### src/rtl/emp_pkg.sv
package emp_pkg;
  typedef enum logic [1:0] {
    SZ_BYTE = 2'd0,
    SZ_HALF = 2'd1,
    SZ_WORD = 2'd2,
    SZ_RSVD = 2'd3
  } acc_size_e;

  function automatic int size_bytes(acc_size_e s, int nb);
    case (s)
      SZ_BYTE: return 1;
      SZ_HALF: return 2;
      SZ_WORD: return nb;
      default: return 0;
    endcase
  endfunction
endpackage

### src/rtl/emp_align_chk.sv
module emp_align_chk
  import emp_pkg::*;
#(
  parameter int unsigned OFF_W = 2
) (
  input  acc_size_e        size_i,
  input  logic [OFF_W-1:0] off_i,
  output logic             misalign_o
);
  always_comb begin
    case (size_i)
      SZ_BYTE: misalign_o = 1'b0;
      SZ_HALF: misalign_o = off_i[0];
      SZ_WORD: misalign_o = |off_i;
      default: misalign_o = 1'b1;
    endcase
  end
endmodule

### src/rtl/emp_lane_pack.sv
// Maps a right-justified store value onto fixed byte lanes (lane = address offset).
module emp_lane_pack
  import emp_pkg::*;
#(
  parameter  int unsigned DATA_W = 32,
  localparam int unsigned NB     = DATA_W / 8,
  localparam int unsigned OFF_W  = $clog2(NB)
) (
  input  acc_size_e        size_i,
  input  logic [OFF_W-1:0] off_i,
  input  logic             big_i,
  input  logic [DATA_W-1:0] data_i,
  output logic [DATA_W-1:0] lanes_o,
  output logic [NB-1:0]    be_o
);
  int                n;
  logic [DATA_W-1:0] val;

  always_comb begin
    n   = size_bytes(size_i, NB);
    val = '0;
    for (int i = 0; i < NB; i++) begin
      if (i < n) begin
        if (big_i) val[8*i+:8] = data_i[8*(n-1-i)+:8];
        else       val[8*i+:8] = data_i[8*i+:8];
      end
    end
    lanes_o = val << {off_i, 3'b000};
    for (int i = 0; i < NB; i++) begin
      be_o[i] = (i >= int'(off_i)) && (i < int'(off_i) + n);
    end
  end
endmodule

### src/rtl/emp_lane_unpack.sv
// Extracts a right-justified, zero-extended load value from a stored word.
module emp_lane_unpack
  import emp_pkg::*;
#(
  parameter  int unsigned DATA_W = 32,
  localparam int unsigned NB     = DATA_W / 8,
  localparam int unsigned OFF_W  = $clog2(NB)
) (
  input  acc_size_e         size_i,
  input  logic [OFF_W-1:0]  off_i,
  input  logic              big_i,
  input  logic [DATA_W-1:0] word_i,
  output logic [DATA_W-1:0] data_o
);
  int                n;
  logic [DATA_W-1:0] sh;

  always_comb begin
    n      = size_bytes(size_i, NB);
    sh     = word_i >> {off_i, 3'b000};
    data_o = '0;
    for (int i = 0; i < NB; i++) begin
      if (i < n) begin
        if (big_i) data_o[8*i+:8] = sh[8*(n-1-i)+:8];
        else       data_o[8*i+:8] = sh[8*i+:8];
      end
    end
  end
endmodule

### src/rtl/emp_word_store.sv
module emp_word_store #(
  parameter  int unsigned DATA_W = 32,
  parameter  int unsigned DEPTH  = 16,
  localparam int unsigned NB     = DATA_W / 8,
  localparam int unsigned IDX_W  = $clog2(DEPTH)
) (
  input  logic              clk_i,
  input  logic              rst_ni,
  input  logic              wr_i,
  input  logic              rd_i,
  input  logic [IDX_W-1:0]  idx_i,
  input  logic [NB-1:0]     be_i,
  input  logic [DATA_W-1:0] wdata_i,
  output logic [DATA_W-1:0] rdata_o
);
  for (genvar b = 0; b < NB; b++) begin : g_lane
    logic [7:0] cell_q [DEPTH];
    logic [7:0] rd_q;

    always_ff @(posedge clk_i or negedge rst_ni) begin
      if (!rst_ni) begin
        for (int w = 0; w < DEPTH; w++) cell_q[w] <= '0;
      end else if (wr_i && be_i[b]) begin
        cell_q[idx_i] <= wdata_i[8*b+:8];
      end
    end

    always_ff @(posedge clk_i or negedge rst_ni) begin
      if (!rst_ni)   rd_q <= '0;
      else if (rd_i) rd_q <= cell_q[idx_i];
    end

    assign rdata_o[8*b+:8] = rd_q;
  end
endmodule

### src/rtl/endian_mem_port.sv
module endian_mem_port
  import emp_pkg::*;
#(
  parameter  int unsigned ADDR_W = 6,
  parameter  int unsigned DATA_W = 32,
  localparam int unsigned NB     = DATA_W / 8,
  localparam int unsigned OFF_W  = $clog2(NB),
  localparam int unsigned IDX_W  = ADDR_W - OFF_W,
  localparam int unsigned DEPTH  = 1 << IDX_W
) (
  input  logic              clk_i,
  input  logic              rst_ni,
  input  logic              big_endian_i,
  input  logic              req_i,
  input  logic              we_i,
  input  logic [1:0]        size_i,
  input  logic [ADDR_W-1:0] addr_i,
  input  logic [DATA_W-1:0] wdata_i,
  output logic [DATA_W-1:0] rdata_o,
  output logic              rvalid_o,
  output logic              err_o
);
  acc_size_e         size;
  logic [OFF_W-1:0]  off;
  logic [IDX_W-1:0]  idx;
  logic              misalign, wr_en, rd_en;
  logic              mode_q;
  logic [NB-1:0]     be;
  logic [DATA_W-1:0] lanes, word_rd, ld_val;

  logic              ld_q, err_q, ok_ld_q, mode_rsp_q;
  acc_size_e         size_q;
  logic [OFF_W-1:0]  off_q;

  assign size = acc_size_e'(size_i);
  assign off  = addr_i[OFF_W-1:0];
  assign idx  = addr_i[ADDR_W-1:OFF_W];

  // mode only follows the pin between requests
  always_ff @(posedge clk_i or negedge rst_ni) begin
    if (!rst_ni)     mode_q <= 1'b0;
    else if (!req_i) mode_q <= big_endian_i;
  end

  emp_align_chk #(.OFF_W(OFF_W)) i_align (
    .size_i    (size),
    .off_i     (off),
    .misalign_o(misalign)
  );

  assign wr_en = req_i && !misalign && we_i;
  assign rd_en = req_i && !misalign && !we_i;

  emp_lane_pack #(.DATA_W(DATA_W)) i_pack (
    .size_i (size),
    .off_i  (off),
    .big_i  (mode_q),
    .data_i (wdata_i),
    .lanes_o(lanes),
    .be_o   (be)
  );

  emp_word_store #(.DATA_W(DATA_W), .DEPTH(DEPTH)) i_store (
    .clk_i  (clk_i),
    .rst_ni (rst_ni),
    .wr_i   (wr_en),
    .rd_i   (rd_en),
    .idx_i  (idx),
    .be_i   (be),
    .wdata_i(lanes),
    .rdata_o(word_rd)
  );

  always_ff @(posedge clk_i or negedge rst_ni) begin
    if (!rst_ni) begin
      ld_q       <= 1'b0;
      err_q      <= 1'b0;
      ok_ld_q    <= 1'b0;
      mode_rsp_q <= 1'b0;
      size_q     <= SZ_BYTE;
      off_q      <= '0;
    end else begin
      ld_q    <= req_i && !we_i;
      err_q   <= req_i && misalign;
      ok_ld_q <= rd_en;
      if (rd_en) begin
        mode_rsp_q <= mode_q;
        size_q     <= size;
        off_q      <= off;
      end
    end
  end

  emp_lane_unpack #(.DATA_W(DATA_W)) i_unpack (
    .size_i(size_q),
    .off_i (off_q),
    .big_i (mode_rsp_q),
    .word_i(word_rd),
    .data_o(ld_val)
  );

  assign rdata_o  = ok_ld_q ? ld_val : '0;
  assign rvalid_o = ld_q;
  assign err_o    = err_q;
endmodule

### config.mk
export PLATFORM = sky130hd
export DESIGN_NAME = endian_mem_port
export DESIGN_NICKNAME = d
export VERILOG_FILES = /design/src/rtl/emp_pkg.sv /design/src/rtl/emp_align_chk.sv /design/src/rtl/emp_lane_pack.sv /design/src/rtl/emp_lane_unpack.sv /design/src/rtl/emp_word_store.sv /design/src/rtl/endian_mem_port.sv
export SDC_FILE = /design/constraint.sdc
export NUM_CORES = 1
export LEC_CHECK = 0
export ABC_AREA = 0
export BUFFER_PORTS_ARGS = -buffer_cell sky130_fd_sc_hd__buf_4
export CAP_MARGIN = 20
export CELL_PAD_IN_SITES_DETAIL_PLACEMENT = 0
export CELL_PAD_IN_SITES_GLOBAL_PLACEMENT = 1
export CORE_ASPECT_RATIO = 1.25
export CORE_UTILIZATION = 54
export DETAILED_ROUTE_END_ITERATION = 12
export PLACE_DENSITY_LB_ADDON = 0.25
export SLEW_MARGIN = 20
export SYNTH_ARGS = -nofsm -noshare
export SYNTH_HDL_FRONTEND = slang
export SYNTH_SLANG_ARGS = --single-unit
### constraint.sdc
create_clock -name clk_i -period 4.45 [get_ports clk_i]
set_clock_uncertainty 0.05 [all_clocks]
set_input_delay 0.445 -clock clk_i [delete_from_list [all_inputs] [get_ports clk_i]]
set_output_delay 0.445 -clock clk_i [all_outputs]
set_load 0.1 [all_outputs]
### Yosys cells after proc, flatten, opt, wreduce, memory -nomap -nowiden

Index checks and enable logic that the tools add are counted.
W data, S select, Z words.

| word-level totals | value |
|---|---|
| bits in registers | 553 |
| bits of input ports | 45 |
| output and inout bits | 34 |
| word-level logic and storage cells | 172 |

| operators by class | value |
|---|---|
| $add $sub $neg | 9 |
| $lt $le $gt $ge | 17 |
| equality and inequality tests | 4 |
| shifts and indexed selects | 10 |
| multiplexer cells | 38 |
| bitwise logic cells | 1 |
| reductions and logical operators | 18 |

Operator list:

| operator | count |
|---|---|
| $bwmux W128 | 4 |
| $shiftx A32 B32 Y8 | 7 |
| $mux W8 | 25 |
| $bmux W8 S4 | 4 |
| $lt A3 B32 Y1 const A | 2 |
| $sub A29 B3 Y29 const B | 2 |
| $demux W8 S4 | 1 |
| $lt A1 B32 Y1 const A | 1 |
| $lt A2 B32 Y1 const A | 1 |
| $mux W32 | 1 |
| $shiftx A32 B7 Y8 | 1 |
| $shl A32 B5 Y32 | 1 |
| $shr A32 B5 Y32 | 1 |
| $sub A29 B2 Y29 const B | 1 |
| $pmux W3 S3 | 2 |
| $logic_and A1 B1 Y1 | 13 |
| $lt A1 B3 Y1 const A | 4 |
| $lt A2 B3 Y1 const A | 4 |
| $sub A4 B3 Y5 const B | 2 |
| $sub A3 B1 Y4 const B | 2 |
| $ge A5 B5 Y1 const B | 1 |
| $lt A5 B1 Y1 const B | 1 |
| $not A4 Y5 | 1 |
| $sub A4 B2 Y5 const B | 1 |
| 9 further kinds | 14 |

### Logic depth before layout (Yosys ltp)

| logic depth | value |
|---|---|
| depth after elaboration | 9 |
| mapped depth | 12 |
| gate-level depth less buffers | 9 |

### Modules after synthesis

A second synthesis with hierarchy kept.

| second synthesis, totals | value |
|---|---|
| cells, all modules | 2429 |
| area total of the unflattened synthesis | 29563.4 µm² |

By module, submodules not included:

| module | times used | cells an instance | area each (µm²) | seq. area each (µm²) |
|---|---|---|---|---|
| emp_word_store | 1 | 1732 | 24506.0 | 13613.1 |
| emp_lane_unpack | 1 | 376 | 2633.8 | 0.0 |
| emp_lane_pack | 1 | 264 | 1865.5 | 0.0 |
| endian_mem_port | 1 | 54 | 544.3 | 225.2 |
| emp_align_chk | 1 | 3 | 13.8 | 0.0 |

### Worst setup path before layout

No wires, ideal clock.

| timing path | value |
|---|---|
| path kind | register -> output |
| from | register size_q[0] |
| to | output rdata_o[7] |
| arrival | 3.928 ns |
| data required time | 3.955 ns |
| path slack | 0.027 ns |
| stages on the path, launching flop included | 9 |
| buffers on the path | 2 |
| cell sequence | dfrtp_1 -> inv_1 -> ha_1 -> clkbuf_1 -> clkbuf_1 -> nand3b_1 -> a21oi_1 -> o22ai_1 -> a211oi_1 |

| between the ends | value |
|---|---|
| word-level cells in the longest chain between the ends | 7 |
| elaborated cells between the ends (all ways) | 10 |
| classes of those cells | add/sub (1); order compare (1); eq/ne (2); shift (1); mux (4); reduce/logical (1) |

RTL lines:

| item | RTL line | source |
|---|---|---|
| from (decl) | endian_mem_port.sv:32 | `acc_size_e size_q;` |
| from (signal assigned) | endian_mem_port.sv:88 | `size_q <= size;` |
| $eq A2 B2 Y1, or another cell as far along | emp_pkg.sv:10 | `case (s)` |
| $pmux W3 S3 * | emp_pkg.sv:10 |  |
| $sub A3 B1 Y4 | emp_lane_unpack.sv:24 | `if (big_i) data_o[8*i+:8] = sh[8*(n-1-i)+:8];` |
| $shiftx A32 B7 Y8 | emp_lane_unpack.sv:24 |  |
| $mux W8 | emp_lane_unpack.sv:24 |  |
| $mux W8 * | emp_lane_unpack.sv:23 | `if (i < n) begin` |
| $mux W32 * | endian_mem_port.sv:102 | `assign rdata_o = ok_ld_q ? ld_val : '0;` |
| to (decl) | endian_mem_port.sv:19 | `output logic [DATA_W-1:0] rdata_o,` |

Every way passes the cells marked *; elsewhere a longest branch is shown, timed or not.

### Worst setup path in the final report

| timing path | value |
|---|---|
| from | register size_q[1] |
| to | output rdata_o[30] |

| between the ends | value |
|---|---|
| word-level cells in the longest chain between the ends | 8 |
| elaborated cells between the ends (all ways) | 11 |
| classes of those cells | add/sub (2); order compare (1); eq/ne (2); shift (1); mux (4); reduce/logical (1) |

RTL lines:

| item | RTL line |
|---|---|
| $eq A2 B2 Y1, or another cell as far along | emp_pkg.sv:10 |
| $pmux W3 S3 * | emp_pkg.sv:10 |
| $sub A3 B1 Y4 | emp_lane_unpack.sv:24 |
| $sub A4 B3 Y5 | emp_lane_unpack.sv:24 |
| $shiftx A32 B32 Y8 | emp_lane_unpack.sv:24 |
| $mux W8 | emp_lane_unpack.sv:24 |
| $mux W8 * | emp_lane_unpack.sv:23 |
| $mux W32 * | endian_mem_port.sv:102 |

Marked as above.

==> flow_summary.yaml <==
synthesis:
  ys_seq_area_share_pct: 48.0
  synth-warning-count: 0
  synth-edff-count: 0
  synth_area_um2: 28800
  async_flop_share_pct: 100
  synth_seq_cells: 553
  syn_nets: 2805
  netlist_instances: 2745
  syn_area_per_cell_um2: 10.5
  synth.distinct_cells: 90
  ys.flop_type: "dfrtp_1"
timing:
  timing.fmax_mhz: 261
  drv_slew: 0
  worst_pin_slew_ps: 1160
  rsz0062_at_grt: "no"
  min_period_ps: 3840
  slew_headroom_pct: 21.9
  tns_ps: 0
  setup_viol: 0
  hold_viol_final: 0
  fin_crit_sh_pct: 86.2
min_path:
  min_to: "rvalid_o"
  hold_start: "we_i"
  worstHoldPathType: "in2reg"
  hold-path-cell-count: 2
critical_path:
  end_kind: "primary output"
  r2r_cells: 6
  path_max_fanout: 14
  cp.arrival_ps: 3340
  critPathRequiredTime_ps: 3950
  r2r_slack_ps: 1420
  r2r_start: "mode_q"
  critical_path_class: "reg2out"
  startpoint_type: "register"
  r2r_end: "i_store.g_lane[2].cell_q[64]"
place:
  io_buffer_count: 78
  gp_congestion: 0.901
  hpwl_um: 53800
grt:
  grt_pass1_vias: 21600
  antenna_found_initial: 0
  grt_pass1_wl_um: 126000
  grt_util_all_layers_pct: 29.8
  gr-total-overflow: 0
  grt_max_degree: 123
power_and_ir_drop:
  pwr-share-comb_pct: 16.9
  clkPwrFrac_pct: 37.2
  cellPowerDensity_nw_per_um2: 395
  power_leakage_nw: 13.6
  power.switching_mw: 3.53
  intPower_mw: 9.05
  seq_power_share_pct: 45.9
  power.share.switching_pct: 28.1
  ir_drop_uv: 290
cts:
  cts.reportedPaths.clkPinSlew_ps: 70
  worstSkewPairLatency_ps: 610
  post_cts_buffers: 0
  cts_buffer_depth: 3
  cts_tree: "built"
  clkSinkCount: 553
  h-tree-depth: 2
  cts-root-buf: "clkbuf_16"
  cts_made_buffers: 53
floorplanning:
  initial_core_util_pct: 54.7
  io_pins: 79
  coreArea_um2: 52700
  die_w_um: 209
  die_area_um2: 54300
  die_h_um: 260
  std_cell_rows: 94
drt:
  routed_via_density: 6.36
  top_layer: "met4"
  firstDrtPassIters: 10
  wl_um: 79200
  dr_wl_met2_um: 38800
  drtAntennaViolNets: 0
  dr_wl_met3_um: 4020
  post_drt_wl_per_cell_um: 23.0
  drtIter0Drc: 1800
  vias: 21900
  wl_met1_um: 34300
  drc: 0
finish:
  nNetsFinal: 2789
  areaGrowthSynthToFinish_pct: 10.5
  drive_gt1_share_pct: 20.0
  finalCoreUtilization_pct: 60.4
job:
  maxCapViolCount: 0
run_status:
  status: "complete, no violations"
-- metal layers --
layer  GRT usage (%)  up-vias
met2            50.1      681
met5               0        -
met3            3.82      125
met1            41.0    11000
met4            8.64        0
li1                -    10100
-- per-stage QoR --
stage	power [mW]	hold slack [ps]	setup WS [ps]	std cells	cell area [um^2]
after CTS	12.6	22.8	449	3441	31800
after global placement	7.88	406	881	3343	29900
final	12.6	60.4	613	3443	31800
after floorplan	7.28	99.4	26.6	2745	28800
after global routing	13.1	35.3	436	3442	31800
after detailed placement	7.97	415	742	3343	29900
-- cells by family (layout without fill, tap and decap cells) --
family,after synthesis,count (layout),synth area share [%]
muxes,270,270,15.8
and+or+nand+nor,835,835,13.2
xor gates and xnor gates,1,1,0.0304
other,0,1,0
adders and majority gates,15,15,0.678
buffers and inverters,265,290,4.46
AOI/OAI and AO/OA,806,806,17.8
DFF,553,553,48.0
-- synth_stat cells, types with 15 or more instances --
master	instances	area share (%)
a21oi_1	111	1.9
a221o_1	32	1.1
a31oi_1	98	2.1
and3_1	15	0.33
buf_2	103	1.8
clkbuf_1	103	1.3
dfrtp_1	553	48
inv_1	20	0.26
mux2_2	53	2.1
mux2i_1	74	2.6
mux4_2	142	11
nand2_1	391	5.1
nand2b_1	15	0.33
nor2_1	226	2.9
nor2b_1	34	0.74
nor3_1	66	1.1
o2111ai_1	31	0.94
o21ai_0	334	5.8
o21ai_1	20	0.35
o22ai_1	23	0.50
o31ai_1	33	0.86
-- what timing repair did --
action,in CTS,in global routing
hold buffers,2,0
endpoints found under the hold margin,90,0
gates resized for setup,0,0
-- how the worst max path moves through the flow --
stage,startpoint,depth (start not counted),end,slack [ps]
detailed placement,size_i[1],9,i_store.g_lane[2].cell_q[23],740
finish,size_q[1],8,rdata_o[30],610
floorplan,size_q[0],8,rdata_o[7],30
global route,size_q[1],8,rdata_o[30],440
CTS,off_q[0],6,rdata_o[19],450
global placement,size_i[1],11,i_store.g_lane[2].cell_q[78],880
-- sequential cells by signal, summed over array words and instances, names as in the netlist --
| register | cells |
|---|---|
| i_store.g_lane.cell_q | 512 |
| i_store.g_lane.rd_q | 32 |
| off_q | 2 |
| size_q | 2 |
| err_o | 1 |
| mode_q | 1 |
| mode_rsp_q | 1 |
| ok_ld_q | 1 |
| rvalid_o | 1 |
-- placed cells by master, fill, tap and decap left out, drive strengths merged, types with 8 or more instances in the layout --
master,Yosys,layout
dfrtp,553,553
nand2,393,393
o21ai,359,359
nor2,226,226
buf,135,168
mux4,142,142
a21oi,120,120
a31oi,100,100
nor3,80,80
clkbuf,106,78
mux2i,74,74
mux2,54,54
o31ai,36,36
nor2b,34,34
a221o,32,32
o2111ai,32,32
inv,23,24
o22ai,23,23
a211oi,20,20
a221oi,16,16
nand2b,15,15
and3,15,15
ha,14,14
clkinv,1,13
and2,12,12
nand3,10,10
a211o,8,8
-- layout make-up --
| type | instances | area, um^2 |
|---|---|---|
| well taps | 672 | 841 |
| repair buffers | 170 | 1400 |
| clock buffers | 78 | 1620 |
| fillers | 4349 | 20900 |
| clock inverters | 18 | 196 |
| inverters | 24 | 90.1 |
| flip-flops and latches | 553 | 13800 |
| multi-input cells | 1927 | 13800 |
| diodes | 1 | 2.50 |
-- power groups by stage --
stage | logic [mW] | clock network (mW) | registers [mW]
2_1_floorplan | 1.56 | 0 | 5.72
3_3_place_gp | 2.06 | 0 | 5.82
3_5_place_dp | 2.11 | 0 | 5.86
4_1_cts | 2.12 | 4.76 | 5.77
5_1_grt | 2.34 | 4.93 | 5.82
6_report | 2.13 | 4.68 | 5.77
-- critical path, cell delays in order, from the launching register on --
cell and delay, ps:
dfrtp_1 510, inv_1 130, ha_1 220, nand2b_1 440, nor2_1 590, a22oi_1 180, o32ai_1 160, nor2b_1 180
buf_4 310
No activity file was read; power rests on OpenSTA's default activity.
